$ cat config.mk
export PLATFORM = sky130hd
export DESIGN_NAME = tri_irq_ctrl
export DESIGN_NICKNAME = d
export VERILOG_FILES = /design/src/rtl/tri_irq_pkg.sv /design/src/rtl/irq_pin_sync.sv /design/src/rtl/irq_flag_bank.sv /design/src/rtl/irq_prio_sel.sv /design/src/rtl/tri_irq_ctrl.sv
export SDC_FILE = /design/constraint.sdc
export NUM_CORES = 1
export LEC_CHECK = 0
export ABC_AREA = 0
export BUFFER_PORTS_ARGS = -buffer_cell sky130_fd_sc_hd__buf_2
export CORE_UTILIZATION = 44
export DETAILED_ROUTE_END_ITERATION = 16
export GPL_TIMING_DRIVEN = 0
export PLACE_DENSITY = 0.81
export SYNTH_ARGS = -nofsm -noshare
export SYNTH_HDL_FRONTEND = slang
export SYNTH_SLANG_ARGS = --single-unit
$ cat constraint.sdc
create_clock -name clk -period 1.9 [get_ports clk]
set_input_delay 0.19 -clock clk [delete_from_list [all_inputs] [get_ports clk]]
set_output_delay 0.19 -clock clk [all_outputs]
set_load 0.005 [all_outputs]
$ cat src/rtl/tri_irq_pkg.sv
package tri_irq_pkg;
  localparam int NSRC     = 3;
  localparam int CSR_W    = 8;
  localparam int VEC_W    = 8;
  localparam int VEC_BASE = 4;
  localparam int VEC_STEP = 4;
  localparam int EN_LSB   = 1;
  localparam int FL_LSB   = EN_LSB + NSRC;
  localparam int PAD_W    = CSR_W - FL_LSB - NSRC;

  typedef enum logic [1:0] {
    SRC_EXT = 2'd0,
    SRC_TMR = 2'd1,
    SRC_ADC = 2'd2
  } src_e;

  function automatic logic [VEC_W-1:0] vec_of(input int idx);
    vec_of = VEC_W'(VEC_BASE + idx * VEC_STEP);
  endfunction
endpackage

$ cat src/rtl/irq_pin_sync.sv
module irq_pin_sync #(
  parameter int STAGES = 2
) (
  input  logic clk,
  input  logic rst_n,
  input  logic pin,
  output logic fall
);
  logic [STAGES-1:0] sync_q;
  logic [STAGES-1:0] sync_d;
  logic              prev_q;
  logic              prev_d;

  always_comb begin
    sync_d = {sync_q[STAGES-2:0], pin};
    prev_d = sync_q[STAGES-1];
  end

  always_ff @(posedge clk or negedge rst_n) begin
    if (!rst_n) begin
      sync_q <= '1;
      prev_q <= 1'b1;
    end else begin
      sync_q <= sync_d;
      prev_q <= prev_d;
    end
  end

  assign fall = prev_q & ~sync_q[STAGES-1];


  fall_single_chk: assert property (@(posedge clk) disable iff (!rst_n)
    fall |=> !fall);
endmodule

$ cat src/rtl/irq_flag_bank.sv
module irq_flag_bank
  import tri_irq_pkg::*;
(
  input  logic             clk,
  input  logic             rst_n,
  input  logic             csr_we,
  input  logic [CSR_W-1:0] csr_wdata,
  input  logic [NSRC-1:0]  src_evt,
  input  logic [NSRC-1:0]  svc_clr,
  input  logic             svc_take,
  input  logic             reti,
  output logic             gie_q,
  output logic [NSRC-1:0]  en_q,
  output logic [NSRC-1:0]  fl_q
);
  logic            gie_d;
  logic [NSRC-1:0] en_d;
  logic [NSRC-1:0] fl_d;
  logic [NSRC-1:0] fl_base;

  always_comb begin
    if (svc_take)    gie_d = 1'b0;
    else if (reti)   gie_d = 1'b1;
    else if (csr_we) gie_d = csr_wdata[0];
    else             gie_d = gie_q;
    en_d    = csr_we ? csr_wdata[EN_LSB +: NSRC] : en_q;
    fl_base = csr_we ? csr_wdata[FL_LSB +: NSRC] : fl_q;
  end

  for (genvar i = 0; i < NSRC; i++) begin : g_flag
    always_comb fl_d[i] = (fl_base[i] & ~svc_clr[i]) | src_evt[i];


    flag_hold_chk: assert property (@(posedge clk) disable iff (!rst_n)
      (fl_q[i] && !csr_we && !svc_clr[i]) |=> fl_q[i]);

    flag_clr_chk: assert property (@(posedge clk) disable iff (!rst_n)
      (svc_clr[i] && !src_evt[i]) |=> !fl_q[i]);
  end

  always_ff @(posedge clk or negedge rst_n) begin
    if (!rst_n) begin
      gie_q <= 1'b0;
      en_q  <= '0;
      fl_q  <= '0;
    end else begin
      gie_q <= gie_d;
      en_q  <= en_d;
      fl_q  <= fl_d;
    end
  end


  reti_arm_chk: assert property (@(posedge clk) disable iff (!rst_n)
    (reti && !svc_take) |=> gie_q);
endmodule

$ cat src/rtl/irq_prio_sel.sv
module irq_prio_sel
  import tri_irq_pkg::*;
(
  input  logic [NSRC-1:0]  pend,
  output logic [NSRC-1:0]  grant,
  output logic             any,
  output logic [VEC_W-1:0] vec
);
  logic [NSRC:0] blocked;
  assign blocked[0] = 1'b0;

  for (genvar i = 0; i < NSRC; i++) begin : g_chain
    assign grant[i]     = pend[i] & ~blocked[i];
    assign blocked[i+1] = blocked[i] | pend[i];
  end

  assign any = blocked[NSRC];

  always_comb begin
    vec = '0;
    for (int i = 0; i < NSRC; i++) begin
      if (grant[i]) vec = vec | vec_of(i);
    end
  end


  always_comb begin
    grant_onehot_chk: assert ($onehot0(grant));
  end
endmodule

$ cat src/rtl/tri_irq_ctrl.sv
module tri_irq_ctrl
  import tri_irq_pkg::*;
#(
  parameter int SYNC_STAGES = 2
) (
  input  logic             clk,
  input  logic             rst_n,
  input  logic             ext_pin,
  input  logic             tmr_ovf,
  input  logic             adc_done,
  input  logic             phase_t2,
  input  logic             stack_full,
  input  logic             reti,
  input  logic             csr_we,
  input  logic [CSR_W-1:0] csr_wdata,
  output logic [CSR_W-1:0] csr_rdata,
  output logic             call_req,
  output logic [VEC_W-1:0] call_vec
);
  logic             ext_fall;
  logic             gie_q;
  logic [NSRC-1:0]  en_q;
  logic [NSRC-1:0]  fl_q;
  logic [NSRC-1:0]  src_evt;
  logic [NSRC-1:0]  pend;
  logic [NSRC-1:0]  grant;
  logic             any_pend;
  logic [VEC_W-1:0] sel_vec;
  logic             take;
  logic [NSRC-1:0]  svc_clr;
  logic             call_d;
  logic [VEC_W-1:0] vec_d;
  logic             call_q;
  logic [VEC_W-1:0] vec_q;

  irq_pin_sync #(.STAGES(SYNC_STAGES)) u_sync (
    .clk  (clk),
    .rst_n(rst_n),
    .pin  (ext_pin),
    .fall (ext_fall)
  );

  always_comb begin
    src_evt          = '0;
    src_evt[SRC_EXT] = ext_fall & en_q[SRC_EXT];
    src_evt[SRC_TMR] = tmr_ovf;
    src_evt[SRC_ADC] = adc_done;
  end

  assign pend = en_q & fl_q;

  irq_prio_sel u_prio (
    .pend (pend),
    .grant(grant),
    .any  (any_pend),
    .vec  (sel_vec)
  );

  always_comb begin
    take    = phase_t2 & gie_q & ~stack_full & any_pend;
    svc_clr = take ? grant : '0;
    call_d  = take;
    vec_d   = take ? sel_vec : '0;
  end

  irq_flag_bank u_bank (
    .clk      (clk),
    .rst_n    (rst_n),
    .csr_we   (csr_we),
    .csr_wdata(csr_wdata),
    .src_evt  (src_evt),
    .svc_clr  (svc_clr),
    .svc_take (take),
    .reti     (reti),
    .gie_q    (gie_q),
    .en_q     (en_q),
    .fl_q     (fl_q)
  );

  always_ff @(posedge clk or negedge rst_n) begin
    if (!rst_n) begin
      call_q <= 1'b0;
      vec_q  <= '0;
    end else begin
      call_q <= call_d;
      vec_q  <= vec_d;
    end
  end

  assign call_req  = call_q;
  assign call_vec  = vec_q;
  assign csr_rdata = {{PAD_W{1'b0}}, fl_q, en_q, gie_q};


  call_once_chk: assert property (@(posedge clk) disable iff (!rst_n)
    call_req |=> !call_req);

  call_room_chk: assert property (@(posedge clk) disable iff (!rst_n)
    call_req |-> !$past(stack_full));

  call_phase_chk: assert property (@(posedge clk) disable iff (!rst_n)
    call_req |-> $past(phase_t2));

  vec_legal_chk: assert property (@(posedge clk) disable iff (!rst_n)
    call_req |-> (call_vec == vec_of(0) || call_vec == vec_of(1) || call_vec == vec_of(2)));

  gie_drop_chk: assert property (@(posedge clk) disable iff (!rst_n)
    call_req |-> !gie_q);
endmodule

==> flow_summary.yaml, run 1 <==
setup_path:
  start_kind: "flop"
  r2r_cells: 3
  end_kind: "flop"
  path_buf_inv: 0
  cp_slowest_cell: "dfrtp_1"
  cpPeakStageDelay_ps: 440
  arrival_ps: 1320
  crit_fanout: 6
  crit_cells: 3
  worstPathRequired_ps: 2060
  path_class: "reg -> reg"
  path_cells: "a22oi_2 > nand3_2 > o31a_1"
  cp_top_family: "compound AO/OA/AOI/OAI gates"
floorplan:
  coreArea_sq_um: 1171
  ios: 34
  dieArea_sq_um: 1472
  initial_core_util: 0.4968
  rows: 12
  die_height_um: 38.37
  die_w_um: 38.37
grt:
  use_met1: 0.2060
  busiest_layer: "met2"
  grt_max_degree: 14
  groute.layer.met3.usage: 0.07558
  met2_usage: 0.2924
  grt-ovfl-total: 0
  grt_pass1_wl_um: 1725
  grt_pass1_vias: 387
  antenna_found_initial: 0
  grtUsageTotal: 0.1911
yosys:
  syn-cell-area_sq_um: 581.8
  ys_ff_latch: 13
  synth_cells: 48
  avgSynthCellArea_sq_um: 12.12
  synthTopCellsByArea: "dfrtp_1 (43%), dfstp_2 (14%), buf_4 (10%)"
  synth_top_area_share: 0.4301
  ys_warn_count: 0
  yosysTopAreaCell: "dfrtp_1"
  yosysSeqAreaShare: 0.5656
  synth_cell_types: 23
power:
  p_seq_frac: 0.545
  clockPowerShare: 0.277
  power_density_nw_per_um2: 757.5
  p_leak_nw: 0.3985
  p_int_w: 0.0004423
  pwr-share-comb: 0.178
  p_sw_frac: 0.2498
  vdd_drop_max_mv: 0.6778
  p_sw_w: 0.0001473
  finalPower_w: 0.0005896
hold_path:
  min_path_type: "in -> reg"
  hold_path_depth: 1
timing:
  hold_violations: 0
  finalCritPeriodShare: 0.6111
  setup_violations: 0
  rsz0062_at_grt: "false"
  min_period_ps: 1161
  maxSlewViolCount: 0
  finalSetupTns_ps: 0
  worst_slack_ps: 738.9
  fmax_mhz: 861.3
  final.setup_skew_ps: 4.174
  hold_ws_ps: 14.04
layout:
  layout-drive-gt1-share: 0.5301
  regArea_sq_um: 329.1
  multiInputGateArea_sq_um: 210.2
  area_growth_syn_to_layout_pct: 33.76
  final_cell_mix: "buf_2 (25), dfrtp_1 (10), buf_4 (8), conb_1 (7), nand2_1 (4)"
  layout_commonest_cell: "buf_2"
  num_antenna_cells: 0
  fillers: 99
  nets: 101
  layout.cells.non_filler: 97
clocking:
  cts.path.max_buffers: 2
  clock_latency_ps: 270
  tritoncts: "yes"
  cts_made_buffers: 3
  clock-sinks: 13
  cts_hold_buffers: 1
  cts_resized: 0
  clkSlewWorstSetupHoldPaths_ps: 70
  htree_levels: 1
  cts_setup_buffers: 0
  clockRootBuffer: "clkbuf_4"
placement:
  preCtsSetupSlack_ps: 765.6
  gp_congestion: 0.7818
  dp_hpwl_um: 796.3
  port_buffers: 24
  dpl.cell_count: 92
route:
  vias: 440
  drcViolationCount: 0
  wl_per_cell_um: 10.91
  drtAntennaViolNets: 0
  routed_wirelength_um: 1058
  drt-initial-drc-count: 4
  first_pass_iters: 4
  vias_per_cell: 4.536
flow_run:
  maxCapViolCount: 0
run_status:
  status: "finished clean"
## metal layers
layer  vias up  wire, um
met4         0        25
met5         -         0
met2        24       497
met1       191       423
met3         2       112
li1        223         -
## state kept, by name (all words and copies together), names as in the netlist
register / cells
u_bank.gie_q: 1
call_vec: 2
call_req: 1
u_sync.sync_q: 2
u_bank.en_q: 3
u_bank.fl_q: 3
u_sync.prev_q: 1
## Yosys cell counts, drive strengths merged
cell type	instances
dfstp	3
nand3b	1
a22oi	1
dfrtp	10
buf	9
nor2	1
mux2	3
a21oi	2
nand2	4
o21ai	1
o21bai	1
nor2b	2
nand3	1
a211o	1
nand2b	1
nor3b	1
mux2i	1
a211oi	1
conb	1
a221oi	1
o31a	1
o221ai	1
## worst reg2reg max path: stages (launching register included)
cell and delay, ps:
dfrtp_1 440, a22oi_2 250, nand3_2 110, o31a_1 250
## final cells by class
class,instances,share of cell area
Tap cell,14,0.02251
Multi-Input combinational cell,32,0.2701
Buffer,9,0.08360
Clock buffer,4,0.03376
Sequential cell,13,0.4228
Timing Repair Buffer,25,0.1672
## power by group through the flow
stage,logic (W),registers (W),clock network (W)
after detailed placement,0.000103,0.000327,0
final,0.000105,0.000321,0.000164
after CTS,0.000105,0.000322,0.000170
after global routing,0.000117,0.000326,0.000181
after floorplan,0.0000580,0.000325,0
after global placement,0.000101,0.000324,0
## logic make-up (layout without fill, tap and decap cells)
family,count (synthesis),after routing,share of synthesized area
simple gates,11,11,0.1075
mux,4,4,0.07527
buf+inv,9,38,0.1118
other cells,1,7,0.006445
flops,13,13,0.5656
compound gates,10,10,0.1333
## through the flow
stage | util | area (sq um)
floorplan | - | 604.3
global placement | 0.6335 | 742.0
detailed placement | 0.6335 | 742.0
CTS | 0.6645 | 778.2
global route | 0.6645 | 778.2
finish | 0.6645 | 778.2
## final timing paths
kind | from | slack [ps] | endpoint
max | u_bank.en_q[0] | 740 | u_bank.fl_q[2]
min | ext_pin | 10 | u_sync.sync_q[0]
max reg2reg | u_bank.en_q[0] | 740 | u_bank.fl_q[2]
min reg2reg | u_sync.sync_q[1] | 360 | u_sync.prev_q
max in group asynchronous | rst_n | 1310 | u_sync.sync_q[0]
min in group asynchronous | rst_n | 310 | u_bank.en_q[0]
Power figures use the tool's default switching activity.
==> run 2, diff against run 1 <==
Settings changed: ABC_AREA 0 to 1, CORE_UTILIZATION 44 to 37, PLACE_DENSITY 0.81 to 0.71.
Clock period 1.9 ns to 1 ns, I/O delays scaled along.
==> flow_summary.yaml, run 2 <==
yosys:
  ys.flop_type: "dfrtp_1"
  yosysSeqAreaShare: 0.5356
  synthArstFlopShare: 1.000
  yosysMostFrequentCell: "nand2_1"
  synth_common_cells: "nand2_1 (34), dfrtp_1 (10), buf_4 (8), inv_1 (6)"
  syn-cell-area_sq_um: 614.3
  synth-edff-count: 0
  yosysTopAreaCell: "dfrtp_1"
  avgSynthCellArea_sq_um: 8.416
  synth_top_area_share: 0.4073
  synthTopCellsByArea: "dfrtp_1 (41%), nand2_1 (21%), dfstp_2 (13%)"
  synth_cell_types: 15
  ys_ff_latch: 13
  synth_cells: 73
  ys_warn_count: 0
floorplan:
  die_height_um: 42.75
  initial_core_util: 0.4031
  coreArea_sq_um: 1524
  die_w_um: 42.75
  dieArea_sq_um: 1827
  ios: 34
  rows: 14
layout:
  reg.largest.list: "u_bank.en_q: 3 flops, u_bank.fl_q: 3 flops"
  layout_commonest_cell: "nand2_1"
  fillers: 137
  area_growth_syn_to_layout_pct: 44.40
  num_antenna_cells: 0
  layout-drive-gt1-share: 0.4956
  nets: 131
  final_cell_mix: "nand2_1 (28), buf_2 (23), buf_4 (11), dfrtp_1 (10)"
  design_area_sq_um: 887.1
grt:
  grt-ovfl-total: 0
  use_met1: 0.1671
  grt_max_degree: 14
  grt_pass1_vias: 420
  grt_pass1_wl_um: 1731
  busiest_layer: "met2"
  met2_usage: 0.1909
  groute.layer.met3.usage: 0.04681
  antenna_found_initial: 0
  grtUsageTotal: 0.1286
setup_path:
  rrSetupSlack_ps: 30
  cpPeakStageDelay_ps: 410
  crit_fanout: 2
  cp_common_cell: "buf_6"
  worstPathRequired_ps: 900
  path_class: "reg -> out"
  end_kind: "output pin"
  arrival_ps: 910
  cp_slowest_cell: "dfrtp_1"
  start_kind: "flop"
  path_cells: "buf_6 > buf_6"
route:
  drt-initial-drc-count: 6
  drtAntennaViolNets: 0
  routed_wirelength_um: 1157
  first_pass_iters: 4
  vias_per_cell: 4.054
  drcViolationCount: 0
  wl_per_cell_um: 8.969
  vias: 523
power:
  finalPower_w: 0.001177
  pwr-share-comb: 0.216
  p_leak_nw: 0.5308
  p_seq_frac: 0.507
  power_density_nw_per_um2: 1327
  p_sw_w: 0.0003167
  p_sw_frac: 0.2691
  vdd_drop_max_mv: 0.7917
  p_int_w: 0.0008605
  clockPowerShare: 0.276
timing:
  fmax_mhz: 987.0
  min_period_ps: 1013
  final.setup_skew_ps: 3.794
  finalCritPeriodShare: 1.013
  setup_violations: 1
  worst_slack_ps: -13.20
  hold_ws_ps: 5.799
  rsz0062_at_grt: "true"
  hold_violations: 0
  maxSlewViolCount: 0
clocking:
  cts_made_buffers: 3
  clkSlewWorstSetupHoldPaths_ps: 80
  tritoncts: "yes"
  clock_latency_ps: 280
  htree_levels: 1
  cts.path.max_buffers: 2
  clock-sinks: 13
  clockRootBuffer: "clkbuf_4"
run_status:
  violations: "negative setup slack"
  status: "finished, violations left"
hold_path:
  min_path_type: "in -> reg"
placement:
  port_buffers: 24
  placed_cell_area_sq_um: 777.0
  dp_hpwl_um: 798.6
  gp_congestion: 0.7701
flow_run:
  maxCapViolCount: 0
-- run 2: cell count changes in the layout (fill, tap and decap cells not counted), sizes merged, moves of 2 or more --
cell / delta
inv: +7
nor2b: -2
nor2: +3
mux2: -3
buf: +4
nand2: +31
-- run 2: cells by family after synthesis --
| logic type | synth area share |
|---|---|
| buf+inv | 0.1629 |
| flops | 0.5356 |
| simple gates | 0.2648 |
| other cells | 0.006104 |
| compound gates | 0.03054 |
-- run 2: cell type report --
| cell class | instances | area [sq um] | share of cell area |
|---|---|---|---|
| Multi-Input combinational cell | 50 | 231.5 | 0.2609 |
| Timing Repair Buffer | 31 | 187.7 | 0.2116 |
| Inverter | 7 | 28.78 | 0.03244 |
| Clock buffer | 4 | 26.28 | 0.02962 |
| Buffer | 8 | 63.81 | 0.07193 |
| Tap cell | 16 | 20.02 | 0.02257 |
| Sequential cell | 13 | 329.1 | 0.3709 |
-- run 2: final timing paths --
kind | startpoint | to | depth (start not counted)
min in group asynchronous | rst_n | u_bank.en_q[0] | 2
max in group asynchronous | rst_n | u_sync.prev_q | 2
worst min-delay path | tmr_ovf | u_bank.fl_q[1] | 3
worst max register to register | u_bank.en_q[0] | u_bank.fl_q[2] | 6
worst max-delay path | u_bank.en_q[1] | csr_rdata[2] | 2
worst min register to register | u_sync.sync_q[0] | u_sync.sync_q[1] | 0
-- run 2: power groups by stage --
| stage | logic [W] | clock network (W) | registers, W |
|---|---|---|---|
| floorplan | 0.000116 | 0 | 0.000605 |
| global placement | 0.000198 | 0 | 0.000604 |
| detailed placement | 0.000204 | 0 | 0.000605 |
| CTS | 0.000211 | 0.000327 | 0.000594 |
| global route | 0.000286 | 0.000361 | 0.000602 |
| finish | 0.000255 | 0.000325 | 0.000597 |
-- run 2: timing repair --
item,CTS,global route
endpoints found under the setup margin,1,4
pin swaps,0,5
setup buffers,1,5
hold endpoints to repair,14,0
hold buffers,2,0
gates cloned,0,0
resized for setup,0,11
-- run 2: metrics by stage --
step	TNS, ps	worst slack, ps	utilization	cells
after floorplan	0	118.0	-	79
after global placement	0	72.14	0.5099	119
after detailed placement	0	68.02	0.5099	119
after CTS	0	14.24	0.5402	125
after global routing	-103.5	-37.63	0.5821	129
final	-13.20	-13.20	0.5821	129
-- run 2: critical path: cells and delay by family, from the launching register on --
| kind | cells | cell delay [ps] |
|---|---|---|
| flip-flops | 1 | 410 |
| buffers and inverters | 2 | 230 |
-- run 2: per-layer routing --
layer,routed length [um],part of all wire,vias up
met3,91,0.079,2
met1,499,0.43,216
met4,8,0.0069,0
met5,0,0,-
li1,-,-,280
met2,558,0.48,25
